## src/rtl/cap_pack_pkg.sv

```systemverilog
package cap_pack_pkg;
  localparam int SID_W = 4;
  localparam int NCH_W = 4;
  localparam int LEN_W = 10;
  localparam int TAG_W = SID_W + LEN_W;

  typedef enum logic [1:0] {PH_IDLE, PH_TAG, PH_DATA} phase_e;

  function automatic int fmt_bits(input logic [1:0] f);
    case (f)
      2'd0:    return 16;
      2'd1:    return 20;
      2'd2:    return 24;
      default: return 0;
    endcase
  endfunction

  function automatic logic [LEN_W-1:0] fmt_bytes(input logic [1:0] f);
    case (f)
      2'd0:    return LEN_W'(2);
      2'd1:    return LEN_W'(3);
      2'd2:    return LEN_W'(3);
      default: return '0;
    endcase
  endfunction
endpackage

```

## src/rtl/cap_cnv_slot.sv

```systemverilog
module cap_cnv_slot #(
  parameter int SW = 24
) (
  input  logic          clk_i,
  input  logic          rst_ni,
  input  logic          valid_i,
  input  logic [SW-1:0] left_i,
  input  logic [SW-1:0] right_i,
  input  logic          consume_i,
  output logic          ready_o,
  output logic          full_o,
  output logic [SW-1:0] left_o,
  output logic [SW-1:0] right_o
);
  logic          full_q;
  logic [SW-1:0] left_q, right_q;

  always_ff @(posedge clk_i or negedge rst_ni) begin
    if (!rst_ni) begin
      full_q  <= 1'b0;
      left_q  <= '0;
      right_q <= '0;
    end else if (consume_i) begin
      full_q <= 1'b0;
    end else if (valid_i && !full_q) begin
      full_q  <= 1'b1;
      left_q  <= left_i;
      right_q <= right_i;
    end
  end

  assign ready_o = !full_q;
  assign full_o  = full_q;
  assign left_o  = left_q;
  assign right_o = right_q;

  // a slot is only drained while it holds a pair
  a_r9_consume_full: assert property (@(posedge clk_i) disable iff (!rst_ni)
    consume_i |-> full_q);
  // a held pair stays put until consumed
  a_r2_hold_stable: assert property (@(posedge clk_i) disable iff (!rst_ni)
    (full_q && !consume_i) |=> (full_q && $stable(left_q) && $stable(right_q)));
endmodule

```

## src/rtl/cap_grp_check.sv

```systemverilog
module cap_grp_check
  import cap_pack_pkg::*;
#(
  parameter int N_CONV = 2,
  parameter int RATE_W = 4,
  parameter int SLOT_W = 3
) (
  input  logic [SID_W-1:0]  tgt_sid_i,
  input  logic [SID_W-1:0]  sid_i  [N_CONV],
  input  logic [NCH_W-1:0]  chan_i [N_CONV],
  input  logic [NCH_W-1:0]  nch_i  [N_CONV],
  input  logic [RATE_W-1:0] rate_i [N_CONV],
  input  logic [1:0]        fmt_i  [N_CONV],
  output logic [N_CONV-1:0] grp_o,
  output logic              ok_o,
  output logic [SLOT_W-1:0] nslot_o,
  output logic [1:0]        fmt_o,
  output logic [NCH_W-1:0]  nch_o
);
  always_comb begin
    int                cnt;
    logic              seen;
    logic [RATE_W-1:0] rate_ref;
    cnt      = 0;
    seen     = 1'b0;
    rate_ref = '0;
    fmt_o    = '0;
    nch_o    = '0;
    ok_o     = 1'b1;
    for (int i = 0; i < N_CONV; i++)
      grp_o[i] = (tgt_sid_i != '0) && (sid_i[i] == tgt_sid_i);
    // all members must share the first member's entries
    for (int i = 0; i < N_CONV; i++) begin
      if (grp_o[i]) begin
        cnt = cnt + 1;
        if (!seen) begin
          seen     = 1'b1;
          rate_ref = rate_i[i];
          fmt_o    = fmt_i[i];
          nch_o    = nch_i[i];
        end else if (rate_i[i] != rate_ref || fmt_i[i] != fmt_o || nch_i[i] != nch_o) begin
          ok_o = 1'b0;
        end
      end
    end
    // even, in range, no shared slot
    for (int i = 0; i < N_CONV; i++) begin
      if (grp_o[i]) begin
        if (chan_i[i][0] || chan_i[i] >= nch_o) ok_o = 1'b0;
        for (int j = 0; j < i; j++)
          if (grp_o[j] && chan_i[j] == chan_i[i]) ok_o = 1'b0;
      end
    end
    if (!seen) ok_o = 1'b0;
    if (int'(nch_o) + 1 != 2 * cnt) ok_o = 1'b0;
    if (fmt_o == 2'd3) ok_o = 1'b0;
    nslot_o = SLOT_W'(2 * cnt);
  end
endmodule

```

## src/rtl/cap_frame_ser.sv

```systemverilog
module cap_frame_ser
  import cap_pack_pkg::*;
#(
  parameter int CH_MAX = 4,
  parameter int SW     = 24,
  parameter int SLOT_W = 3
) (
  input  logic              clk_i,
  input  logic              rst_ni,
  input  logic              load_i,
  input  logic [SID_W-1:0]  sid_i,
  input  logic [LEN_W-1:0]  len_i,
  input  logic [SLOT_W-1:0] nslot_i,
  input  logic [1:0]        fmt_i,
  input  logic [SW-1:0]     slots_i [CH_MAX],
  output logic              sdi_o,
  output logic              busy_o
);
  localparam int MAXB   = (SW > TAG_W) ? SW : TAG_W;
  localparam int BIT_W  = $clog2(MAXB);
  localparam int SIDX_W = (CH_MAX > 1) ? $clog2(CH_MAX) : 1;

  phase_e             phase_q;
  logic [TAG_W-1:0]   tag_q;
  logic [SW-1:0]      slots_q [CH_MAX];
  logic [SW-1:0]      cur_q;
  logic [BIT_W-1:0]   bit_q, last_bit_q;
  logic [SIDX_W-1:0]  slot_q, last_slot_q;

  always_ff @(posedge clk_i or negedge rst_ni) begin
    if (!rst_ni) begin
      phase_q     <= PH_IDLE;
      tag_q       <= '0;
      cur_q       <= '0;
      bit_q       <= '0;
      last_bit_q  <= '0;
      slot_q      <= '0;
      last_slot_q <= '0;
      for (int k = 0; k < CH_MAX; k++) slots_q[k] <= '0;
    end else begin
      case (phase_q)
        PH_IDLE: if (load_i) begin
          phase_q     <= PH_TAG;
          tag_q       <= {sid_i, len_i};
          bit_q       <= '0;
          last_bit_q  <= BIT_W'(fmt_bits(fmt_i) - 1);
          last_slot_q <= SIDX_W'(nslot_i - 1'b1);
          // left-align each sample so the MSB leaves first
          for (int k = 0; k < CH_MAX; k++)
            slots_q[k] <= slots_i[k] << (SW - fmt_bits(fmt_i));
        end
        PH_TAG: begin
          if (bit_q == BIT_W'(TAG_W - 1)) begin
            phase_q <= PH_DATA;
            bit_q   <= '0;
            slot_q  <= '0;
            cur_q   <= slots_q[0];
          end else begin
            tag_q <= tag_q << 1;
            bit_q <= bit_q + 1'b1;
          end
        end
        PH_DATA: begin
          if (bit_q == last_bit_q) begin
            bit_q <= '0;
            if (slot_q == last_slot_q) begin
              phase_q <= PH_IDLE;
            end else begin
              slot_q <= slot_q + 1'b1;
              cur_q  <= slots_q[slot_q + 1'b1];
            end
          end else begin
            cur_q <= cur_q << 1;
            bit_q <= bit_q + 1'b1;
          end
        end
        default: phase_q <= PH_IDLE;
      endcase
    end
  end

  always_comb begin
    case (phase_q)
      PH_TAG:  sdi_o = tag_q[TAG_W-1];
      PH_DATA: sdi_o = cur_q[SW-1];
      default: sdi_o = 1'b0;
    endcase
  end

  assign busy_o = (phase_q != PH_IDLE);

  // loads only reach an idle serializer
  a_r10_load_idle: assert property (@(posedge clk_i) disable iff (!rst_ni)
    load_i |-> (phase_q == PH_IDLE));
  // activity always follows a load
  a_r8_rise_after_load: assert property (@(posedge clk_i) disable iff (!rst_ni)
    $rose(busy_o) |-> $past(load_i));
  // slot pointer stays within the frame
  a_r7_slot_bound: assert property (@(posedge clk_i) disable iff (!rst_ni)
    (phase_q == PH_DATA) |-> (slot_q <= last_slot_q));
endmodule

```

## src/rtl/cap_stream_packer.sv

```systemverilog
module cap_stream_packer
  import cap_pack_pkg::*;
#(
  parameter int N_CONV = 2,
  parameter int SW     = 24,
  parameter int RATE_W = 4
) (
  input  logic                     clk_i,
  input  logic                     rst_ni,
  input  logic                     frame_start_i,
  input  logic [3:0]               tgt_sid_i,
  input  logic [N_CONV*4-1:0]      cfg_sid_i,
  input  logic [N_CONV*4-1:0]      cfg_chan_i,
  input  logic [N_CONV*4-1:0]      cfg_nch_i,
  input  logic [N_CONV*RATE_W-1:0] cfg_rate_i,
  input  logic [N_CONV*2-1:0]      cfg_fmt_i,
  input  logic [N_CONV-1:0]        smp_valid_i,
  output logic [N_CONV-1:0]        smp_ready_o,
  input  logic [N_CONV*SW-1:0]     smp_left_i,
  input  logic [N_CONV*SW-1:0]     smp_right_i,
  output logic                     sdi_o
);
  localparam int CH_MAX = 2 * N_CONV;
  localparam int SLOT_W = $clog2(CH_MAX + 1);
  localparam int SIDX_W = (CH_MAX > 1) ? $clog2(CH_MAX) : 1;

  logic [SID_W-1:0]  sid_a  [N_CONV];
  logic [NCH_W-1:0]  chan_a [N_CONV];
  logic [NCH_W-1:0]  nch_a  [N_CONV];
  logic [RATE_W-1:0] rate_a [N_CONV];
  logic [1:0]        fmt_a  [N_CONV];
  logic [SW-1:0]     left_a [N_CONV];
  logic [SW-1:0]     right_a[N_CONV];
  logic [N_CONV-1:0] full, grp, consume;
  logic              ok, busy, fire;
  logic [SLOT_W-1:0] nslot;
  logic [1:0]        fmt;
  logic [NCH_W-1:0]  nch;
  logic [SW-1:0]     slots [CH_MAX];
  logic [LEN_W-1:0]  len;

  for (genvar g = 0; g < N_CONV; g++) begin : g_cnv
    assign sid_a[g]  = cfg_sid_i [g*SID_W  +: SID_W];
    assign chan_a[g] = cfg_chan_i[g*NCH_W  +: NCH_W];
    assign nch_a[g]  = cfg_nch_i [g*NCH_W  +: NCH_W];
    assign rate_a[g] = cfg_rate_i[g*RATE_W +: RATE_W];
    assign fmt_a[g]  = cfg_fmt_i [g*2      +: 2];

    cap_cnv_slot #(.SW(SW)) u_slot (
      .clk_i     (clk_i),
      .rst_ni    (rst_ni),
      .valid_i   (smp_valid_i[g]),
      .left_i    (smp_left_i [g*SW +: SW]),
      .right_i   (smp_right_i[g*SW +: SW]),
      .consume_i (consume[g]),
      .ready_o   (smp_ready_o[g]),
      .full_o    (full[g]),
      .left_o    (left_a[g]),
      .right_o   (right_a[g])
    );
  end

  cap_grp_check #(.N_CONV(N_CONV), .RATE_W(RATE_W), .SLOT_W(SLOT_W)) u_chk (
    .tgt_sid_i (tgt_sid_i),
    .sid_i     (sid_a),
    .chan_i    (chan_a),
    .nch_i     (nch_a),
    .rate_i    (rate_a),
    .fmt_i     (fmt_a),
    .grp_o     (grp),
    .ok_o      (ok),
    .nslot_o   (nslot),
    .fmt_o     (fmt),
    .nch_o     (nch)
  );

  // all-or-nothing: every member must hold a pair
  assign fire    = frame_start_i && !busy && ok && (&(full | ~grp));
  assign consume = fire ? grp : '0;
  assign len     = LEN_W'(nslot) * fmt_bytes(fmt);

  always_comb begin
    for (int k = 0; k < CH_MAX; k++) slots[k] = '0;
    for (int i = 0; i < N_CONV; i++) begin
      if (grp[i] && (int'(chan_a[i]) + 1 < CH_MAX)) begin
        slots[SIDX_W'(chan_a[i])]        = left_a[i];
        slots[SIDX_W'(chan_a[i]) + 1'b1] = right_a[i];
      end
    end
  end

  cap_frame_ser #(.CH_MAX(CH_MAX), .SW(SW), .SLOT_W(SLOT_W)) u_ser (
    .clk_i   (clk_i),
    .rst_ni  (rst_ni),
    .load_i  (fire),
    .sid_i   (tgt_sid_i),
    .len_i   (len),
    .nslot_i (nslot),
    .fmt_i   (fmt),
    .slots_i (slots),
    .sdi_o   (sdi_o),
    .busy_o  (busy)
  );

  // an accepted frame start makes the serializer busy on the next cycle
  a_r8_busy_after_fire: assert property (@(posedge clk_i) disable iff (!rst_ni)
    fire |=> busy);
endmodule

```

## config.mk

```make
export PLATFORM = sky130hd
export DESIGN_NAME = cap_stream_packer
export DESIGN_NICKNAME = d
export VERILOG_FILES = /design/src/rtl/cap_pack_pkg.sv /design/src/rtl/cap_cnv_slot.sv /design/src/rtl/cap_grp_check.sv /design/src/rtl/cap_frame_ser.sv /design/src/rtl/cap_stream_packer.sv
export SDC_FILE = /design/constraint.sdc
export NUM_CORES = 1
export LEC_CHECK = 0
export ABC_AREA = 1
export CORE_ASPECT_RATIO = 1.5
export CORE_UTILIZATION = 30
export DETAILED_ROUTE_END_ITERATION = 8
export PLACE_DENSITY_LB_ADDON = 0.1
export SYNTH_ARGS = -nofsm -noshare
export SYNTH_HDL_FRONTEND = slang
export SYNTH_SLANG_ARGS = --single-unit
```

## constraint.sdc

```tcl
create_clock -name clk_i -period 2.25 [get_ports clk_i]
set_input_delay 0.5625 -clock clk_i [delete_from_list [all_inputs] [get_ports clk_i]]
set_output_delay 0.5625 -clock clk_i [all_outputs]
set_load 0.02 [all_outputs]
```

# --- Word level (Yosys, flattened, before mapping) ---
# Index checks and enable logic that the tools add are counted.
word_totals:
  register_bits: 248
  latchBits: 0
  mem_bits_rw: 0
  rom_bits: 0
  in_bits: 141
  output_inout_bits: 3
  word_cells: 186
  memories: 0
classes:
  add_sub_neg: 11
  mul: 1
  div_mod_pow: 0
  order_cmp: 13
  n_eq_ne: 22
  shifts: 4
  n_mux: 68
  bitwise: 10
  reduce_logical: 40
ops:
  columns: ["operator", "n"]
  rows:
  - ["bitwise mux 96 bit", 3]
  - ["2-to-1 mux 24 bit", 9]
  - ["demux 24 bit (select 2 bit)", 4]
  - ["2-to-1 mux 96 bit", 2]
  - ["left shift 24 x 32 -> 24 bit", 4]
  - ["bitwise AND 96 bit", 1]
  - ["2-to-1 mux 32 bit", 2]
  - ["binary-select mux 24 bit (select 2 bit)", 1]
  - ["case mux 24 bit (2 select lines)", 1]
  - ["subtractor 6 x 32 -> 32 bit, first input constant", 1]
  - ["case mux 5 bit (3 select lines)", 2]
  - ["2-to-1 mux 14 bit", 2]
  - ["case mux 14 bit (2 select lines)", 1]
  - ["2-to-1 mux 2 bit", 12]
  - ["2-to-1 mux 1 bit", 18]
  - ["2-to-1 mux 4 bit", 4]
  - ["adder 4 x 1 -> 5 bit, second input constant", 3]
  - ["greater-or-equal comparator 3 bit, second input constant", 5]
  - ["2-to-1 mux 5 bit", 3]
  - ["inverter 2 -> 3 bit", 5]
  - ["logical AND 1 bit", 14]
  - ["equality test 4 bit", 3]
  - ["< comparator 3 x 1 -> 1 bit, second input constant", 4]
  - ["< comparator 5 x 3 -> 1 bit, second input constant", 2]
  - ["other kinds (34)", 63]

# --- Longest topological paths before layout ---
logic_depth:
  depth_word: 23
  ltp_mapped: 27

# --- Cells and area by module ---
# From an unflattened synthesis, not the netlist that was laid out.
unflattened:
  hier_cells: 2571
  area_unflattened_um2: 17020.1
modules_own_cells:
  columns: ["mod", "instances", "cells_per_inst", "area_per_inst_um2", "seq_area_each_um2"]
  rows:
  - ["cap_frame_ser", 1, 1356, 9344.0, 3728.6]
  - ["cap_cnv_slot", 2, 214, 1951.9, 1226.2]
  - ["cap_stream_packer", 1, 612, 2847.7, 0.0]
  - ["cap_grp_check", 1, 175, 924.6, 0.0]

# --- Worst setup path before layout ---
# No wires, ideal clock.
synth_path:
  path_kind: "in2reg"
  start: "in tgt_sid_i[3]"
  end: "reg u_ser.tag_q[3]"
  setup_ps: 117
  arrival_time_ps: 2972
  t_required_ps: 2133
  setup_slack_ps: -839
  stages: 16
  cell_sequence: "xnor2_1 > nand4_4 > inv_2 > nand2_1 > o21ai_0 > inv_1 > ha_1 > clkbuf_1 > buf_2 > nor2_1 > ha_1 > ha_1 > nand2_1 > nand2_1 > nand3_1 > nand2_1"
synth_via:
  elab_chain_cells: 21
  word_cells_on_any_way: 56
  classes_between: "add/sub (2); mul (1); order compare (2); eq/ne (10); mux (25); bitwise (2); reduce/logical (14)"
synth_lines:
  columns: ["item", "line", "text"]
  rows:
  - ["start: declaration", "cap_stream_packer.sv:11", "input logic [3:0] tgt_sid_i,"]
  - ["equality test 4 bit / nonzero test 4 bit (equally long branches)", "cap_grp_check.sv:31", "grp_o[i] = (tgt_sid_i != '0) && (sid_i[i] == tgt_sid_i);"]
  - ["logical AND 1 bit", "cap_grp_check.sv:31", null]
  - ["2-to-1 mux 4 bit / 2-to-1 mux 2 bit (equally long branches)", "cap_grp_check.sv:34", "if (grp_o[i]) begin"]
  - ["inequality test 4 bit / inequality test 2 bit (equally long branches)", "cap_grp_check.sv:41", "end else if (rate_i[i] != rate_ref || fmt_i[i] != fmt_o || nch_i[i] != nch_o) begin"]
  - ["logical OR 1 bit (2 in series)", "cap_grp_check.sv:41", null]
  - ["2-to-1 mux 1 bit", "cap_grp_check.sv:41", null]
  - ["2-to-1 mux 1 bit", "cap_grp_check.sv:36", "if (!seen) begin"]
  - ["2-to-1 mux 1 bit", "cap_grp_check.sv:34", null]
  - ["[... 3 more ...]", null, null]
  - ["2-to-1 mux 1 bit", "cap_grp_check.sv:51", "if (grp_o[j] && chan_i[j] == chan_i[i]) ok_o = 1'b0;"]
  - ["2-to-1 mux 1 bit", "cap_grp_check.sv:48", "if (grp_o[i]) begin"]
  - ["2-to-1 mux 1 bit", "cap_grp_check.sv:54", "if (!seen) ok_o = 1'b0;"]
  - ["2-to-1 mux 1 bit", "cap_grp_check.sv:55", "if (int'(nch_o) + 1 != 2 * cnt) ok_o = 1'b0;"]
  - ["2-to-1 mux 1 bit", "cap_grp_check.sv:56", "if (fmt_o == 2'd3) ok_o = 1'b0;"]
  - ["logical AND 1 bit (2 in series)", "cap_stream_packer.sv:78", "assign fire = frame_start_i && !busy && ok && (&(full | ~grp));"]
  - ["inequality test 2 bit (no source line)", null, null]
  - ["AND reduction 3 bit (no source line)", null, null]
  - ["end signal: assignment", "cap_frame_ser.sv:44", "tag_q <= {sid_i, len_i};"]
  - ["end signal: assignment", "cap_frame_ser.sv:59", "tag_q <= tag_q << 1;"]
  - ["end: declaration", "cap_frame_ser.sv:24", "logic [TAG_W-1:0] tag_q;"]
# Several ways; a longest one is shown, not always the timed one. The select of a mux whose other input is x is not followed.
# A chain may end at the register's enable or synchronous reset.

# --- Final worst setup path ---
layout_path:
  start: "in cfg_sid_i[2]"
  end: "reg u_ser.slots_q[94] in the netlist's numbering"
layout_via:
  elab_chain_cells: 20
  word_cells_on_any_way: 57
  classes_between: "add/sub (3); order compare (2); eq/ne (8); shift (1); mux (29); bitwise (2); reduce/logical (12)"
layout_lines:
  columns: ["item", "line", "text"]
  rows:
  - ["start: declaration", "cap_stream_packer.sv:12", "input logic [N_CONV*4-1:0] cfg_sid_i,"]
  - ["equality test 4 bit (*)", "cap_grp_check.sv:31", null]
  - ["logical AND 1 bit (*)", "cap_grp_check.sv:31", null]
  - ["parallel branches: the longest is 18 deep, another holds subtractor 6 x 32 -> 32 bit", null, null]
  - ["end signal: indexed assignment", "cap_frame_ser.sv:50", "slots_q[k] <= slots_i[k] << (SW - fmt_bits(fmt_i));"]
  - ["end: declaration", "cap_frame_ser.sv:25", "logic [SW-1:0] slots_q [CH_MAX];"]
# Every way passes the cells marked *. The select of a mux whose other input is x is not followed.

==> run_results.csv <==
group,metric,value,unit
worst_setup_path,path_class,"input port to flip-flop",
sta,fin_skew,0.0138,ns
place,dpl.hpwl,66100,um
yosys,synth_area,17200,um^2
run,maxCapViolations,0,
route,first_pass_iters,6,
worst_setup_path,critPathArrivalTime,3.48,ns
die,dieArea,58200,um^2
worst_setup_path,end_kind,"flip-flop",
yosys,synth_area_leader_cell,"dfrtp_1",
grt,grt_util_all_layers,28.4,%
clocking,cts_buffers,28,
power_and_ir_drop,p_leak,0.0118,uW
route,drc,0,
die,start_util,30.3,%
worst_setup_path,r2r_start,"u_ser.phase_q[1]",
sta,period_share,131,%
grt,grt_start_max_net_pins,65,
route,wl,83300,um
yosys,synth-edff-count,0,
yosys,syn_inst,2600,
sta,max_slew_margin,57.6,%
clocking,clk_pin_slew,0.06,ns
route,drtIter0Drc,1443,
worst_setup_path,reg2regPathDepth,11,
yosys,synth_compound_gate_area_share,20.9,%
place,portBuffers,143,
worst_setup_path,crit_start,"cfg_sid_i[2]",
grt,grt_pass1_vias,19700,
route,dr_total_vias,19700,
grt,antenna_found_initial,0,
route,wire_per_inst,22.0,um
power_and_ir_drop,intPower,10100,uW
sta,final_max_slew_viol_count,0,
yosys,ys_async_sr_fraction,100,%
yosys,synthTopCellsByArea,"dfrtp_1, nand2_1, o22ai_1",
power_and_ir_drop,switchingPower,5980,uW
power_and_ir_drop,power.density,654,nW/um^2
clocking,clkLatencyLatePin,0.59,ns
yosys,synth_nets,2766,
cells_and_area,final_cell_mix,"nand2_1, buf_4, dfrtp_1",
yosys,synthDistinctLibCells,52,
die,core-area,56600,um^2
clocking,clock-root-buffer,"clkbuf_16",
cells_and_area,final_util,43.4,%
cells_and_area,syn2layout_area_growth,43.1,%
sta,worst_pin_slew,0.629,ns
power_and_ir_drop,switching_share,37.3,%
cells_and_area,final_area,24600,um^2
yosys,yosys.area.top_type_share,35.7,%
hold_path,hold_class,"input port to async pin",
grt,grt_overflow,0,
cells_and_area,layout_commonest_cell,"nand2_1",
cells_and_area,diodes,0,
cells_and_area,nNetsFinal,3168,
power_and_ir_drop,clockPowerShare,30.0,%
yosys,dominantRegCellSynth,"dfrtp_1",
yosys,synth_top_family_by_area,"simple AND/OR/NAND/NOR gates",
worst_setup_path,reg2reg_to,"u_ser.tag_q[6]",
status,violations,"setup timing",
yosys,synth-simple-area-share,30.7,%
cells_and_area,drive_gt1_share,23.4,%
worst_setup_path,critPathLaunchType,"input port",
sta,max_freq,0.339,GHz
clocking,htree_levels,1,
worst_setup_path,required,2.77,ns
sta,finalSetupViolCount,123,
sta,fin_ws,-0.700,ns
sta,hold_viol,0,
clocking,cts_tree,"built",
power_and_ir_drop,peakVddDrop,662,uV
place,gp_congestion,0.988,
power_and_ir_drop,seqPwrFrac,33.8,%
route,ant_nets,0,
yosys,synth-seq-cells,245,
place,placed_cell_area,22400,um^2
worst_setup_path,critPathMaxFanout,8,
worst_setup_path,r2r_setup_slack,-0.18,ns
yosys,synthMuxAreaShare,0.715,%
sta,period_needed,2.95,ns
die,die_y,295,um
clocking,cts_max_path_buffers,3,
worst_setup_path,crit_path_end,"u_ser.slots_q[94]",
yosys,post_synth.cell_area_avg,6.60,um^2
yosys,synthAdderAreaFrac,1.82,%
die,die_w,197,um
die,rows,107,
yosys,synthXorXnorAreaFrac,0.766,%
clocking,clock-sinks,245,
grt,grt_pass1_wl,123000,um
yosys,yosysWarnings,0,
yosys,ys_seq_area_share,35.7,%
die,io_pins,144,
status,status,"finished, violations left",
sta,rsz0062_at_grt,"yes",
route,vias_per_cell,5.20,
power_and_ir_drop,comb_power_share,36.2,%
-- worst max-delay path: stages --
cell and delay, ns:
clkdlybuf4s15_1 0.20, inv_1 0.06, nand2_1 0.05, nand2_1 0.06
nor2_2 0.18, buf_4 0.14, nand4_1 0.12, o21ai_2 0.12
inv_1 0.10, ha_2 0.19, inv_1 0.08, nor2_4 0.05
buf_4 0.17, buf_4 0.17, a21oi_1 0.36, o21ai_0 0.28
nand2_1 0.11, nand2_1 0.07, nand2_1 0.12, nand2_1 0.07
nand2_1 0.09, nand2_2 0.06, nand2_1 0.05
-- routing by layer --
layer  wire [um]  track usage [%]  part of all wire (%)
met1       31100             31.5                    37
met2       42400             51.0                    51
met3        2860             1.99                   3.4
met4        6890             20.6                   8.3
met5           0                0                     0
-- per-stage QoR --
| stage | power [uW] | setup TNS, ns | setup WS, ns | hold WS, ns | cells |
|---|---|---|---|---|---|
| after floorplan | 8390 | -82.75 | -0.733 | 0.267 | 2600 |
| after global placement | 10900 | -206.06 | -1.91 | 0.454 | 3706 |
| after detailed placement | 10900 | -209.54 | -1.87 | 0.456 | 3706 |
| after CTS | 16000 | -94.39 | -0.815 | 0.439 | 3775 |
| after global routing | 16900 | -104.14 | -0.910 | 0.466 | 3786 |
| final | 16100 | -77.17 | -0.700 | 0.442 | 3786 |
-- cells in the mapped netlist, drive strengths merged (2+ instances only) --
cell and number:
a22oi 6, a211oi 2, o2111ai 3, o22ai 170, nand2 819, o211ai 39, mux2 10, clkinv 4
inv 198, a21boi 3, a31oi 27, nor3 2, xnor2 7, nand4 37, a21oi 149, or2 4
o31ai 2, o21ai 218, nand3 202, dfrtp 245, clkbuf 115, xor2 8, nor2 206, a22o 2
buf 83, o221ai 2, ha 25, nand3b 4
-- how the worst min path moves through the flow --
stage	start	endpoint	depth (start not counted)
5_1_grt	rst_ni	u_ser.slots_q[86]	2
3_5_place_dp	rst_ni	u_ser.slots_q[86]	1
4_1_cts	rst_ni	u_ser.slots_q[90]	2
3_3_place_gp	u_ser.tag_q[5]	u_ser.tag_q[5]	2
6_report	rst_ni	u_ser.slots_q[86]	2
2_1_floorplan	rst_ni	g_cnv[0].u_slot.full_o	0
-- cell type report --
cell class / instances / area [um^2]
repair buffers: 567 / 5390
inverters: 202 / 793
clock buffers: 43 / 848
clock inverters: 8 / 100
fillers: 5952 / 32100
repair inverters: 1 / 16.3
well taps: 763 / 955
flip-flops and latches: 245 / 6130
multi-input cells: 1957 / 10300
-- what timing repair did --
item	CTS	global route
pin swaps	34	41
setup buffers	13	5
gates resized for setup	128	190
hold endpoints to repair	30	0
setup endpoints to repair	126	124
hold buffers	1	0
cloned	6	8
-- state kept, by name, summed over array words and instances (netlist names) --
register,flops
g_cnv.u_slot.left_o,48
u_ser.last_slot_q,1
u_ser.cur_q,24
u_ser.last_bit_q,4
u_ser.phase_q,2
u_ser.bit_q,5
u_ser.slot_q,2
u_ser.tag_q,13
g_cnv.u_slot.right_o,48
g_cnv.u_slot.full_o,2
u_ser.slots_q,96
-- kinds of logic (layout without fill, tap and decap cells) --
logic type / Yosys count / after routing
AOI/OAI and AO/OA: 627 / 627
xor gates and xnor gates: 15 / 15
adders and majority gates: 25 / 25
buffers and inverters: 400 / 821
DFF: 245 / 245
muxes: 11 / 11
and+or+nand+nor: 1277 / 1279
-- power by group through the flow --
stage,Sequential (uW),Clock [uW],Combinational [uW]
after global routing,5500,5070,6340
after CTS,5420,4950,5650
final,5430,4820,5810
after detailed placement,5480,0,5440
after floorplan,5300,0,3080
after global placement,5480,0,5390
Power figures use the tool's default switching activity.
